[src/rtl/spi_seq_pkg.sv]
// Shared types for the SPI master sequencer.
// Assumes: included in compile order ahead of every sequencer module.
package spi_seq_pkg;

    // Framing phases of one transfer
    typedef enum logic [2:0] {
        ST_IDLE,
        ST_LEAD,
        ST_SHIFT,
        ST_TRAIL,
        ST_GAP
    } seq_state_t;

endpackage

[src/rtl/spi_seq_shifter.sv]
// Combined transmit/receive shift register.
// One register serves both directions. A drive step puts the next
// outgoing bit on MOSI and vacates one end. A sample step writes MISO
// into the vacated end. Order follows the per-byte lsb flag.
// Assumes: drive and sample never occur in the same cycle. A load may
// coincide with a drive, and that drive then uses the incoming byte.
module spi_seq_shifter #(
    parameter int W = 8
) (
    input  logic         clk,
    input  logic         rst_n,
    input  logic         load,
    input  logic [W-1:0] load_data,
    input  logic         load_lsb,
    input  logic         drive,
    input  logic         sample,
    input  logic         miso,
    output logic         mosi,
    output logic [W-1:0] data
);

    logic [W-1:0] sh;
    logic         lsb_q;
    logic [W-1:0] src;
    logic         lsb_eff;

    // Choose the byte and order a drive step works on
    always_comb begin
        src     = load ? load_data : sh;
        lsb_eff = load ? load_lsb : lsb_q;
    end

    // Shift register, order flag and MOSI output bit
    always_ff @(posedge clk) begin
        if (!rst_n) begin
            sh    <= '0;
            lsb_q <= 1'b0;
            mosi  <= 1'b0;
        end else begin
            if (load) begin
                lsb_q <= load_lsb;
            end
            if (drive) begin
                if (lsb_eff) begin
                    mosi <= src[0];
                    sh   <= {1'b0, src[W-1:1]};
                end else begin
                    mosi <= src[W-1];
                    sh   <= {src[W-2:0], 1'b0};
                end
            end else if (load) begin
                sh <= load_data;
            end else if (sample) begin
                if (lsb_q) begin
                    sh[W-1] <= miso;
                end else begin
                    sh[0] <= miso;
                end
            end
        end
    end

    assign data = sh;


    mosi_drive_chk: assert property (@(posedge clk) disable iff (!rst_n)
        !$stable(mosi) |-> $past(drive));

endmodule

[src/rtl/spi_seq_ctrl.sv]
// Framing controller for the SPI master.
// It walks through lead, shift, trail and idle intervals, counting
// SCK edges, and holds at most one queued byte for chaining.
// Assumes: tick is a single-cycle pulse. The caller keeps cpol steady
// in the cycle that start is presented while idle.
module spi_seq_ctrl
    import spi_seq_pkg::*;
#(
    parameter int W = 8
) (
    input  logic         clk,
    input  logic         rst_n,
    input  logic         tick,
    input  logic         start,
    input  logic [W-1:0] tx_byte,
    input  logic         cpol,
    input  logic         lsb_first,
    output logic         sck,
    output logic         ss_n,
    output logic         done,
    output logic         load,
    output logic [W-1:0] load_data,
    output logic         load_lsb,
    output logic         drive,
    output logic         sample,
    output logic         finish
);

    localparam int EDGES = 2 * W;
    localparam int CNT_W = $clog2(EDGES + 1);
    localparam logic [CNT_W-1:0] LAST_EDGE = CNT_W'(EDGES);
    localparam logic [CNT_W-1:0] FIRST_EDGE = CNT_W'(1);

    seq_state_t     state;
    logic           lead_arm;
    logic [CNT_W-1:0] edge_cnt;
    logic [CNT_W-1:0] next_edge;
    logic           ph;
    logic           cpol_q;
    logic           q_valid;
    logic [W-1:0]   q_byte;
    logic           q_lsb;

    logic begin_new, trail_end, chain, lead_go, shift_tick, busy, q_take;

    // Decode this cycle's events from state and tick
    always_comb begin
        next_edge  = edge_cnt + FIRST_EDGE;
        begin_new  = (state == ST_IDLE) && start;
        trail_end  = (state == ST_TRAIL) && tick;
        chain      = trail_end && q_valid;
        lead_go    = (state == ST_LEAD) && tick && lead_arm;
        shift_tick = (state == ST_SHIFT) && tick;
        busy       = (state == ST_LEAD) || (state == ST_SHIFT) || (state == ST_TRAIL);
        q_take     = start && busy && !q_valid && !trail_end;
        load       = begin_new || chain;
        load_data  = chain ? q_byte : tx_byte;
        load_lsb   = chain ? q_lsb : lsb_first;
        drive      = lead_go || chain || (shift_tick && next_edge[0]);
        sample     = shift_tick && !next_edge[0];
        finish     = trail_end;
    end

    // Interval state machine, edge counter and SCK phase
    always_ff @(posedge clk) begin
        if (!rst_n) begin
            state    <= ST_IDLE;
            lead_arm <= 1'b0;
            edge_cnt <= '0;
            ph       <= 1'b0;
            ss_n     <= 1'b1;
            done     <= 1'b0;
        end else begin
            done <= 1'b0;
            unique case (state)
                ST_IDLE: begin
                    if (start) begin
                        state    <= ST_LEAD;
                        ss_n     <= 1'b0;
                        lead_arm <= 1'b0;
                    end
                end
                ST_LEAD: begin
                    if (tick) begin
                        if (!lead_arm) begin
                            lead_arm <= 1'b1;
                        end else begin
                            state    <= ST_SHIFT;
                            edge_cnt <= FIRST_EDGE;
                            ph       <= 1'b1;
                        end
                    end
                end
                ST_SHIFT: begin
                    if (tick) begin
                        edge_cnt <= next_edge;
                        ph       <= ~ph;
                        if (next_edge == LAST_EDGE) begin
                            state <= ST_TRAIL;
                        end
                    end
                end
                ST_TRAIL: begin
                    if (tick) begin
                        done <= 1'b1;
                        if (q_valid) begin
                            state    <= ST_SHIFT;
                            edge_cnt <= FIRST_EDGE;
                            ph       <= 1'b1;
                        end else begin
                            state <= ST_GAP;
                            ss_n  <= 1'b1;
                        end
                    end
                end
                ST_GAP: begin
                    if (tick) begin
                        state <= ST_IDLE;
                    end
                end
                default: state <= ST_IDLE;
            endcase
        end
    end

    // Single-entry queue for a byte that chains onto the current one
    always_ff @(posedge clk) begin
        if (!rst_n) begin
            q_valid <= 1'b0;
            q_byte  <= '0;
            q_lsb   <= 1'b0;
        end else if (chain) begin
            q_valid <= 1'b0;
        end else if (q_take) begin
            q_valid <= 1'b1;
            q_byte  <= tx_byte;
            q_lsb   <= lsb_first;
        end
    end

    // SCK rest level: track cpol while idle, hold it otherwise
    always_ff @(posedge clk) begin
        if (!rst_n) begin
            cpol_q <= 1'b0;
        end else if (state == ST_IDLE) begin
            cpol_q <= cpol;
        end
    end

    assign sck = ph ^ cpol_q;


    sck_tick_chk: assert property (@(posedge clk) disable iff (!rst_n)
        !$stable(ph) |-> $past(tick));


    sck_rest_chk: assert property (@(posedge clk) disable iff (!rst_n)
        ss_n |-> (ph == 1'b0));


    ss_fall_chk: assert property (@(posedge clk) disable iff (!rst_n)
        $fell(ss_n) |-> $past(start));


    done_pulse_chk: assert property (@(posedge clk) disable iff (!rst_n)
        done |=> !done);


    idle_min_chk: assert property (@(posedge clk) disable iff (!rst_n)
        $rose(ss_n) |=> ss_n);


    chain_hold_chk: assert property (@(posedge clk) disable iff (!rst_n)
        chain |=> (!ss_n && done));

endmodule

[src/rtl/spi_seq_master.sv]
// SPI master transfer sequencer, top level.
// Joins the framing controller and the shift register, and holds the
// received byte at the end of each trail interval.
// Assumes: tick arrives at the SCK half-period rate, and miso is
// stable at the ticks that produce even SCK edges.
module spi_seq_master #(
    parameter int W = 8
) (
    input  logic         clk,
    input  logic         rst_n,
    input  logic         tick,
    input  logic         start,
    input  logic [W-1:0] tx_byte,
    input  logic         cpol,
    input  logic         lsb_first,
    input  logic         miso,
    output logic         sck,
    output logic         mosi,
    output logic         ss_n,
    output logic [W-1:0] rx_byte,
    output logic         done
);

    logic         load, load_lsb, drive, sample, finish;
    logic [W-1:0] load_data;
    logic [W-1:0] sh_data;

    spi_seq_ctrl #(.W(W)) u_ctrl (
        .clk       (clk),
        .rst_n     (rst_n),
        .tick      (tick),
        .start     (start),
        .tx_byte   (tx_byte),
        .cpol      (cpol),
        .lsb_first (lsb_first),
        .sck       (sck),
        .ss_n      (ss_n),
        .done      (done),
        .load      (load),
        .load_data (load_data),
        .load_lsb  (load_lsb),
        .drive     (drive),
        .sample    (sample),
        .finish    (finish)
    );

    spi_seq_shifter #(.W(W)) u_shift (
        .clk       (clk),
        .rst_n     (rst_n),
        .load      (load),
        .load_data (load_data),
        .load_lsb  (load_lsb),
        .drive     (drive),
        .sample    (sample),
        .miso      (miso),
        .mosi      (mosi),
        .data      (sh_data)
    );

    // Capture the received byte when the trail interval ends
    always_ff @(posedge clk) begin
        if (!rst_n) begin
            rx_byte <= '0;
        end else if (finish) begin
            rx_byte <= sh_data;
        end
    end


    rx_hold_chk: assert property (@(posedge clk) disable iff (!rst_n)
        !done |-> $stable(rx_byte));

endmodule

[config.mk]
export PLATFORM = sky130hd
export DESIGN_NAME = spi_seq_master
export DESIGN_NICKNAME = d
export VERILOG_FILES = /design/src/rtl/spi_seq_pkg.sv /design/src/rtl/spi_seq_shifter.sv /design/src/rtl/spi_seq_ctrl.sv /design/src/rtl/spi_seq_master.sv
export SDC_FILE = /design/constraint.sdc
export NUM_CORES = 1
export LEC_CHECK = 0
export BUFFER_PORTS_ARGS = -buffer_cell sky130_fd_sc_hd__buf_2
export CAP_MARGIN = 10
export CORE_UTILIZATION = 45
export CTS_CLUSTER_DIAMETER = 200
export DETAILED_ROUTE_END_ITERATION = 7
export GPL_ROUTABILITY_DRIVEN = 0
export GPL_TIMING_DRIVEN = 1
export PLACE_DENSITY_LB_ADDON = 0.05
export SKIP_LAST_GASP = 1
export SLEW_MARGIN = 20
export SYNTH_ARGS = -nofsm -noshare
export SYNTH_HDL_FRONTEND = slang
export SYNTH_SLANG_ARGS = --single-unit
export TNS_END_PERCENT = 50
[constraint.sdc]
create_clock -name clk -period 2.6 [get_ports clk]
set_input_delay 0.52 -clock clk [delete_from_list [all_inputs] [get_ports clk]]
set_output_delay 0.52 -clock clk [all_outputs]
set_load 0.1 [all_outputs]
==> flow_metrics.py, run 1 <==
metrics = {
    "global_routing": {
        "top_usage_layer": "met1",
        "grt.overflow.total": 0,
        "grt_use_met1_pct": 31.58,
        "grtUsageTotal_pct": 21.55,
        "grt_max_degree": 20,
        "grt_use_met2_pct": 31.30,
        "grt_pass1_vias": 1723,
        "antenna_found_initial": 0,
        "met3_usage_pct": 5.271,
        "grt_pass1_wl_mm": 8.438,
    },
    "clock_tree": {
        "clkSlewWorstSetupHoldPaths_ps": 80,
        "numCtsBuffers": 5,
        "clockBufferDepth": 2,
        "cts_tree": "built",
        "cts_hold_buf": 0,
        "htree_levels": 2,
        "cts.sinks": 41,
        "post_cts_buffers": 0,
        "clkLatencyLatePin_ps": 290,
        "ctsResizeCount": 0,
        "root_buffer": "clkbuf_8",
    },
    "place": {
        "numPortBuffers": 26,
        "pre_cts_slack_ps": 359.8,
        "dpl_cell_area_mm2": 0.002328,
        "dp_hpwl_mm": 3.667,
    },
    "flow_run": {
        "cap_violations": 0,
    },
    "worst_setup_path": {
        "cp.arrival_ps": 2350,
        "startpoint_type": "flip-flop",
        "rrSetupSlack_ps": 470,
        "path_max_fanout": 15,
        "reg2reg_depth": 5,
        "timing.rr.end": "u_shift.data[0]",
        "critical_path_class": "reg -> reg",
        "rr_startpoint": "u_ctrl.state[2]",
        "cp-end-kind": "flip-flop",
        "required_ps": 2820,
    },
    "power_and_ir_drop": {
        "irDropWorstVdd_mv": 0.4629,
        "total_power_w": 0.001951,
        "p_per_area_mw_per_mm2": 798.4,
        "power_leakage_nw": 0.9378,
    },
    "sta": {
        "tns_ps": 0,
        "drv_slew": 0,
        "setup_viol_count_final": 0,
        "worst_pin_slew_ps": 618.5,
        "slew_headroom_pct": 58.45,
        "fin_worst_skew_ps": 5.122,
        "finalHoldViolCount": 0,
        "final.min_clock_period_ps": 2128,
        "fin_crit_sh_pct": 81.86,
        "finalWorstSetupSlack_ps": 471.7,
        "rsz0062_at_grt": "false",
        "max_freq_mhz": 469.9,
    },
    "synthesis": {
        "synthTopCellsByArea": "dfxtp_1 (39%), mux2i_1 (8.0%), nand2_1 (7.1%), a21oi_1 (4.5%), nor2_1 (4.2%)",
        "synthAdderAreaFrac_pct": 0.5886,
        "synth_top_family_by_area": "simple AND/OR/NAND/NOR gates",
        "yosys.area_share.simple_pct": 24.60,
        "synth-xor-area-share_pct": 0.4120,
        "ys_types": 54,
        "synth_warnings": 0,
        "muxShareOfSynthArea_pct": 9.594,
        "synth_compound_area_share_pct": 22.19,
        "synth_seq_cells": 41,
        "synthArstFlopShare_pct": 0,
        "synth_top_area_share_pct": 38.61,
        "ys.flop_type": "dfxtp_1",
        "synth.net_count": 273,
        "yosysTopAreaCell": "dfxtp_1",
        "ys_seq_area_share_pct": 38.61,
        "avgSynthCellArea_um2": 8.272,
        "synth_edf_count": 0,
        "synth.cell_area_mm2": 0.002126,
        "synth_cells": 257,
    },
    "finish": {
        "fillCellCount": 446,
        "diodes": 0,
        "finalNetCount": 300,
        "fin_util_pct": 54.98,
        "fin_area_mm2": 0.002444,
        "syn_to_final_growth_pct": 14.95,
        "drive_gt1_share_pct": 18.95,
    },
    "drt": {
        "ant_nets": 0,
        "routed_via_density": 5.736,
        "drt-wirelength-per-cell_um": 14.98,
        "drt_iter0_markers": 125,
        "dr.pass1.iters": 7,
        "wl_mm": 5.047,
        "num_vias": 1933,
        "drc": 4,
    },
    "floorplan": {
        "ioPinCount": 27,
        "start_util_pct": 47.83,
        "die_x_um": 70.73,
        "core_mm2": 0.004444,
        "fp.dieH_um": 70.73,
        "row_count": 24,
        "dieArea_mm2": 0.005003,
    },
    "min_path": {
        "worstHoldStart": "rx_byte[3]",
        "min_path_cells": 2,
        "min_to": "rx_byte[3]",
        "hp-class": "reg -> reg",
    },
    "status": {
        "status": "complete, but fails checks",
        "failed_checks": "DRC",
    },
}
-- where the power goes --
group          total (W)  switching, W  internal, W  leakage [nW]
registers       0.000768     0.0000657     0.000703         0.334
logic           0.000664      0.000411     0.000253         0.550
clock network   0.000519      0.000231     0.000287        0.0543
-- metrics by stage --
| stage | std cells | hold slack [ps] |
|---|---|---|
| 2_1_floorplan | 257 | 432.2 |
| 3_3_place_gp | 329 | 440.0 |
| 3_5_place_dp | 329 | 446.5 |
| 4_1_cts | 337 | 457.5 |
| 5_1_grt | 337 | 468.8 |
| 6_report | 337 | 452.9 |
-- how the worst max path moves through the flow --
stage                                from         endpoint  slack, ps  cells after the start
after CTS                 u_ctrl.state[2]  u_shift.data[0]        460                      5
after global placement              start  u_shift.data[0]        380                      6
final                     u_ctrl.state[2]  u_shift.data[0]        470                      5
after floorplan                 u_ctrl.ph              sck        300                      1
after detailed placement            start  u_shift.data[0]        360                      6
after global routing      u_ctrl.state[2]  u_shift.data[0]        380                      5
-- Yosys cell counts, drive strengths merged, types with 3 or more instances --
cell type,n
dfxtp,41
nand2,41
nor2,24
a21oi,19
mux2i,18
o21ai,17
nand3,9
buf,8
clkbuf,8
a211oi,5
and2,5
a31oi,4
nor2b,4
nor3,4
o2111ai,4
a32oi,3
and3,3
nand2b,3
nand3b,3
o211ai,3
-- kinds of logic (layout without fill, tap and decap cells) --
logic type      after synthesis  in the layout
simple gates                105            105
flops                        41             41
compound gates               71             71
buf+inv                      19             47
fa+ha+maj                     1              1
xor+xnor                      1              1
mux                          19             19
-- layout by cell type (no fill, tap or decap), types with 3 or more instances in the layout --
cell type	netlist	routed
nand3_1	9	9
a32oi_1	3	3
nor3_1	3	3
nand2_1	40	40
and2_1	5	5
buf_4	2	10
and3_1	3	3
nand2b_1	3	3
dfxtp_1	41	41
a21oi_1	19	19
nor2_1	24	24
a31oi_1	4	4
mux2i_1	17	17
o211ai_1	3	3
nand3b_1	3	3
buf_2	5	26
clkbuf_8	0	5
o21ai_0	16	16
o2111ai_1	4	4
nor2b_1	4	4
a211oi_1	5	5
-- critical path, stage by stage (launching register included) --
cell and delay, ps:
dfxtp_1 450, or4b_1 610, mux2i_4 240, o21a_4 230, or3_1 380, a31oi_1 150
-- flip-flops by register name, summed over array words and instances, names as in the netlist, 3 cells and up --
register,count
u_ctrl.edge_cnt,5
u_ctrl.state,3
u_ctrl.q_byte,8
u_shift.data,8
rx_byte,8
-- metal layers --
| metal | vias up | routed length (um) |
|---|---|---|
| met5 | - | 0 |
| met4 | 0 | 50 |
| met3 | 8 | 278 |
| met2 | 60 | 2035 |
| met1 | 880 | 2683 |
| li1 | 985 | - |
-- cell type report --
type	instances	area (um2)	area share, %
clock inverters	3	46.29	1.895
flip-flops and latches	41	820.8	33.59
repair buffers	36	205.2	8.397
clock buffers	5	68.82	2.816
multi-input cells	197	1226	50.18
inverters	3	11.26	0.4608
well taps	52	65.06	2.663
Note: power is estimated with default switching activity, not from simulation.
==> run 2: changes to the inputs <==
==> constraint.sdc (replaced) <==
create_clock -name clk -period 1.9 [get_ports clk]
set_input_delay 0.38 -clock clk [delete_from_list [all_inputs] [get_ports clk]]
set_output_delay 0.38 -clock clk [all_outputs]
set_load 0.1 [all_outputs]
==> run 2 against run 1 <==
Net effect: the run still ends with DRC left; combinational power rose by 51%; wire length increased by 2.9%; total power rose by 35%; clock power grew 9.8%; hold slack got worse by 130 ps; clock skew is essentially flat.
==> flow_metrics.py, run 2 (synthesized netlist as in run 1, its figures left out) <==
metrics = {
    "clock_tree": {
        "cts.sinks": 41,
        "cts_tree": "built",
        "clockBufferDepth": 2,
        "root_buffer": "clkbuf_8",
        "clkSlewWorstSetupHoldPaths_ps": 80,
        "htree_levels": 2,
        "clkLatencyLatePin_ps": 290,
        "numCtsBuffers": 5,
    },
    "sta": {
        "worst_pin_slew_ps": 590.9,
        "slew_headroom_pct": 60.19,
        "fin_worst_skew_ps": 5.397,
        "setup_viol_count_final": 0,
        "rsz0062_at_grt": "true",
        "max_freq_mhz": 530.8,
        "fin_crit_sh_pct": 99.15,
        "drv_slew": 0,
        "finalHoldViolCount": 0,
        "final.min_clock_period_ps": 1884,
        "fin_hold_ws_ps": 319.6,
    },
    "worst_setup_path": {
        "critical_path_class": "reg -> reg",
        "critical-path-top-delay-family": "simple AND/OR/NAND/NOR gates",
        "critical-path-slowest-cell": "or4b_4",
        "cp.arrival_ps": 2110,
        "max_stage_delay_ps": 560,
        "crit_buf_inv": 0,
        "required_ps": 2120,
        "crit_chain": "or4b_4 > mux2i_4 > o21a_4 > or3_1 > a31oi_1",
        "startpoint_type": "flip-flop",
        "path_max_fanout": 2,
        "cp-end-kind": "flip-flop",
    },
    "drt": {
        "wl_mm": 5.192,
        "dr.pass1.iters": 6,
        "routed_via_density": 5.649,
        "ant_nets": 0,
        "drt_iter0_markers": 145,
        "drc": 4,
        "num_vias": 1977,
        "drt-wirelength-per-cell_um": 14.83,
    },
    "place": {
        "dp_hpwl_mm": 3.782,
        "numPortBuffers": 26,
        "placed_cells": 341,
        "dpl_cell_area_mm2": 0.002426,
    },
    "global_routing": {
        "grt_pass1_wl_mm": 8.687,
        "grt.overflow.total": 0,
        "grtUsageTotal_pct": 22.11,
        "grt_pass1_vias": 1752,
        "grt_max_degree": 20,
        "antenna_found_initial": 0,
    },
    "floorplan": {
        "start_util_pct": 47.83,
        "core_mm2": 0.004444,
        "dieArea_mm2": 0.005003,
        "fp.dieH_um": 70.73,
        "row_count": 24,
        "die_x_um": 70.73,
        "ioPinCount": 27,
    },
    "finish": {
        "drive_gt1_share_pct": 24.83,
        "final_cells": 350,
        "syn_to_final_growth_pct": 20.07,
        "finalNetCount": 313,
        "fillCellCount": 445,
        "fin_area_mm2": 0.002552,
        "layout_common_cells": "nand2_1 (40), dfxtp_1 (39), buf_2 (26), nor2_1 (24), buf_4 (21)",
        "diodes": 0,
        "mostFrequentLayoutCell": "nand2_1",
    },
    "power_and_ir_drop": {
        "power_leakage_nw": 0.9999,
        "p_clk_share_pct": 21.7,
        "seq_power_share_pct": 40.3,
        "p_per_area_mw_per_mm2": 1030,
        "p_int_w": 0.001635,
        "irDropWorstVdd_mv": 0.5190,
        "switching_share_pct": 37.82,
        "combPwrFrac_pct": 38.0,
        "switching_power_w": 0.0009944,
    },
    "flow_run": {
        "cap_violations": 0,
    },
    "status": {
        "failed_checks": "DRC",
        "status": "complete, but fails checks",
    },
    "min_path": {
        "hp-class": "in -> reg",
    },
}
run 2: cell types whose count changed in the layout (fill, tap and decap cells not counted), moves of 2 or more:
cell / before / now
clkinv_2: 0 / 2
dfxtp_2: 0 / 2
buf_4: 10 / 21
dfxtp_1: 41 / 39
buf_6: 0 / 2
run 2: final cells by class:
class,count,area (um2),area share (%)
multi-input combinational,197,1256,49.22
sequential,41,823.3,32.25
timing repair buffer,49,310.3,12.16
clock buffer,5,68.82,2.696
tap,52,65.06,2.549
clock inverter,3,17.52,0.6863
inverter,3,11.26,0.4412
run 2: what timing repair did:
action / in CTS / in global routing
gates cloned: 0 / 0
endpoints found under the setup margin: 1 / 8
hold buffers: 0 / 0
resized for setup: 2 / 7
pin swaps: 3 / 3
setup buffers: 1 / 0
endpoints found under the hold margin: 0 / 0
run 2: power by group through the flow:
| stage | combinational (W) | clock, W | sequential (W) |
|---|---|---|---|
| floorplan | 0.000661 | 0 | 0.00110 |
| global placement | 0.000956 | 0 | 0.00107 |
| detailed placement | 0.000961 | 0 | 0.00107 |
| CTS | 0.000980 | 0.000582 | 0.00105 |
| global route | 0.00110 | 0.000621 | 0.00107 |
| finish | 0.00100 | 0.000570 | 0.00106 |
run 2: path summary, 6_finish.rpt:
| check | to | cells after the start | startpoint | slack (ps) |
|---|---|---|---|---|
| max | u_shift.data[0] | 5 | u_ctrl.state[0] | 20 |
| max reg2reg | u_shift.data[0] | 5 | u_ctrl.state[0] | 20 |
| min reg2reg | rx_byte[7] | 2 | rx_byte[7] | 450 |
| min | u_ctrl.cpol_q | 3 | cpol | 320 |
run 2: worst reg2reg max path: stages (launching register included):
cell and delay, ps:
dfxtp_2 330, or4b_4 560, mux2i_4 210, o21a_4 200, or3_1 350, a31oi_1 170
run 2: routing by layer:
metal | track usage (%) | wire length, um | vias to the layer above
met5 | 0 | 0 | -
met4 | 6.889 | 63 | 0
met3 | 4.416 | 279 | 8
met2 | 30.88 | 2189 | 51
met1 | 33.90 | 2659 | 904
li1 | - | - | 1014
run 2: metrics by stage:
stage                     util, %  TNS, ps  power, W  setup slack (ps)
final                       57.43        0  0.002629             16.22
after global routing        57.43   -85.32  0.002787            -52.76
after CTS                   56.81        0  0.002612             8.108
after detailed placement    54.59   -218.5  0.002030            -138.4
after global placement      54.59   -153.2  0.002024            -122.6
after floorplan                 -   -103.7  0.001759            -103.7
==> run 3: changes to the inputs <==
--- a/config.mk
+++ b/config.mk
@@ -5,9 +5,11 @@
 export SDC_FILE = /design/constraint.sdc
 export NUM_CORES = 1
 export LEC_CHECK = 0
+export ABC_AREA = 1
 export BUFFER_PORTS_ARGS = -buffer_cell sky130_fd_sc_hd__buf_2
 export CAP_MARGIN = 10
 export CORE_UTILIZATION = 45
+export CTS_BUF_LIST = sky130_fd_sc_hd__clkbuf_2
 export CTS_CLUSTER_DIAMETER = 200
 export DETAILED_ROUTE_END_ITERATION = 7
 export GPL_ROUTABILITY_DRIVEN = 0
==> run 3 against run 2 <==
Net effect: non-clock buffer count shrank 13; count of clock-buffer cells in the layout stayed put; critical path type is now reg -> out; maximum frequency is 7.3% higher; largest cell class unchanged; the flow now finishes without violations; critical endpoint is now sck; combinational power rose by 55%.
==> flow_metrics.py, run 3 <==
metrics = {
    "global_routing": {
        "antenna_found_initial": 0,
        "grt.overflow.total": 0,
        "grt_pass1_vias": 1914,
        "grt_max_degree": 24,
        "grtUsageTotal_pct": 22.63,
        "grt_pass1_wl_mm": 8.983,
    },
    "synthesis": {
        "ys.flop_type": "dfxtp_1",
        "synthTopCellsByArea": "dfxtp_1 (39%), nand2_1 (12%), nand3_1 (7.9%), nor2_1 (7.4%), o21ai_0 (6.2%)",
        "synth_common_cells": "nand2_1 (67), dfxtp_1 (41), nor2_1 (41)",
        "synth_cells": 307,
        "synth_top_area_share_pct": 39.30,
        "synthArstFlopShare_pct": 0,
        "synth.most_common_cell": "nand2_1",
        "avgSynthCellArea_um2": 6.802,
        "yosysTopAreaCell": "dfxtp_1",
        "synth.cell_area_mm2": 0.002088,
        "synth.net_count": 323,
        "ys_types": 27,
        "synth_warnings": 0,
        "ys_seq_area_share_pct": 39.30,
        "synth_seq_cells": 41,
        "synth_edf_count": 0,
    },
    "floorplan": {
        "row_count": 24,
        "die_x_um": 70.12,
        "start_util_pct": 47.31,
        "ioPinCount": 27,
        "fp.dieH_um": 70.12,
        "core_mm2": 0.004414,
        "dieArea_mm2": 0.004917,
    },
    "clock_tree": {
        "clkLatencyLatePin_ps": 380,
        "cts_hold_buf": 0,
        "htree_levels": 2,
        "numCtsBuffers": 5,
        "cts.sinks": 41,
        "root_buffer": "clkbuf_2",
        "cts_tree": "built",
        "post_cts_buffers": 0,
        "clockBufferDepth": 2,
        "clkSlewWorstSetupHoldPaths_ps": 210,
    },
    "sta": {
        "drv_slew": 0,
        "worst_pin_slew_ps": 487.2,
        "final.min_clock_period_ps": 1756,
        "finalHoldViolCount": 0,
        "fin_crit_sh_pct": 92.42,
        "rsz0062_at_grt": "false",
        "fin_worst_skew_ps": 18.24,
        "max_freq_mhz": 569.5,
        "slew_headroom_pct": 67.75,
        "tns_ps": 0,
        "setup_viol_count_final": 0,
        "finalWorstSetupSlack_ps": 144.0,
    },
    "worst_setup_path": {
        "cp.arrival_ps": 1380,
        "path_max_fanout": 3,
        "required_ps": 1520,
        "timing.rr.end": "u_shift.mosi",
        "reg2reg_depth": 10,
        "cp-endpoint": "sck",
        "startpoint_type": "flip-flop",
        "critical_path.startpoint": "u_ctrl.ph",
        "rr_startpoint": "u_ctrl.state[2]",
        "cp-end-kind": "primary output",
        "critical_path_class": "reg -> out",
        "rrSetupSlack_ps": 180,
    },
    "place": {
        "pre_cts_slack_ps": 150.9,
        "numPortBuffers": 26,
        "dp_hpwl_mm": 3.858,
    },
    "drt": {
        "num_vias": 2009,
        "route.met2.wl_mm": 2.110,
        "drc": 0,
        "drt_iter0_markers": 109,
        "wl_met1_mm": 2.596,
        "ant_nets": 0,
        "drt-wirelength-per-cell_um": 12.64,
        "routed_via_density": 5.099,
        "wl_mm": 4.980,
        "top_layer": "met4",
        "dr.pass1.iters": 4,
        "wl_met3_um": 256,
    },
    "finish": {
        "drive_gt1_share_pct": 19.01,
        "diodes": 0,
        "finalNetCount": 358,
        "layout_common_cells": "nand2_1 (67), nor2_1 (41), dfxtp_1 (38), nand3_1 (33)",
        "mostFrequentLayoutCell": "nand2_1",
        "syn_to_final_growth_pct": 14.44,
    },
    "min_path": {
        "hp-class": "in -> reg",
        "min_path_cells": 3,
    },
    "power_and_ir_drop": {
        "irDropWorstVdd_mv": 0.6962,
        "p_per_area_mw_per_mm2": 1346,
        "power_leakage_nw": 1.104,
    },
    "flow_run": {
        "cap_violations": 0,
    },
    "status": {
        "status": "finished clean",
    },
}
run 3: cell types whose count changed after synthesis, moves of 5 or more:
cell,delta
clkbuf_1,-6
o21ai_0,+10
nor2_1,+17
nand2_1,+27
nand3_1,+24
mux2i_1,-17
and2_1,-5
nand4_1,+11
inv_1,+24
run 3: report_power, final:
| group | leakage (nW) | switching (W) | internal (W) | total [W] |
|---|---|---|---|---|
| Clock | 0.0388 | 0.000278 | 0.000214 | 0.000492 |
| Combinational | 0.729 | 0.00107 | 0.000480 | 0.00155 |
| Sequential | 0.336 | 0.000116 | 0.00106 | 0.00117 |
run 3: repair_timing:
item                       in CTS  in global routing
gates resized for setup         0                  3
hold endpoints to repair        0                  0
setup endpoints to repair       0                  4
run 3: worst min-delay path by stage:
stage	startpoint	end	slack [ps]
finish	cpol	u_ctrl.cpol_q	230
global route	cpol	u_ctrl.cpol_q	210
floorplan	u_ctrl.q_byte[2]	u_ctrl.q_byte[2]	430
detailed placement	u_ctrl.ss_n	u_ctrl.ss_n	440
global placement	u_ctrl.ss_n	u_ctrl.ss_n	440
CTS	cpol	u_ctrl.cpol_q	220
run 3: worst max-delay path, cell delays in order, from the launching register on:
cell	delay, ps
dfxtp_1	430
xor2_2	130
buf_2	430
run 3: stage by stage:
stage | total power, W | std cells | util (%) | hold WS, ps | instance area (um2)
detailed placement | 0.002732 | 387 | 52.69 | 443.8 | 2326
CTS | 0.003224 | 394 | 54.05 | 220.3 | 2386
finish | 0.003216 | 394 | 54.14 | 229.2 | 2390
floorplan | 0.002373 | 307 | - | 429.4 | 2096
global placement | 0.002740 | 387 | 52.69 | 436.4 | 2326
global route | 0.003517 | 394 | 54.14 | 211.7 | 2390
run 3: metal layers:
layer,up-vias,GRT usage (%)
li1,1079,-
met1,882,33.57
met2,46,34.29
met3,2,3.896
met4,0,4.667
met5,-,0
run 3: cell type report:
| type | count | area [um2] |
|---|---|---|
| Timing Repair Buffer | 36 | 205.2 |
| Tap cell | 52 | 65.06 |
| Fill cell | 461 | 2024 |
| Clock buffer | 5 | 25.02 |
| Inverter | 30 | 112.6 |
| Sequential cell | 41 | 824.5 |
| Clock inverter | 2 | 35.03 |
| Multi-Input combinational cell | 228 | 1122 |
run 3: cell families after synthesis:
kind of cell,synth area share [%]
adders and majority gates,0.5991
AOI/OAI and AO/OA,13.42
xor gates and xnor gates,0.8390
and+or+nand+nor,38.53
buffers and inverters,7.310
DFF,39.31
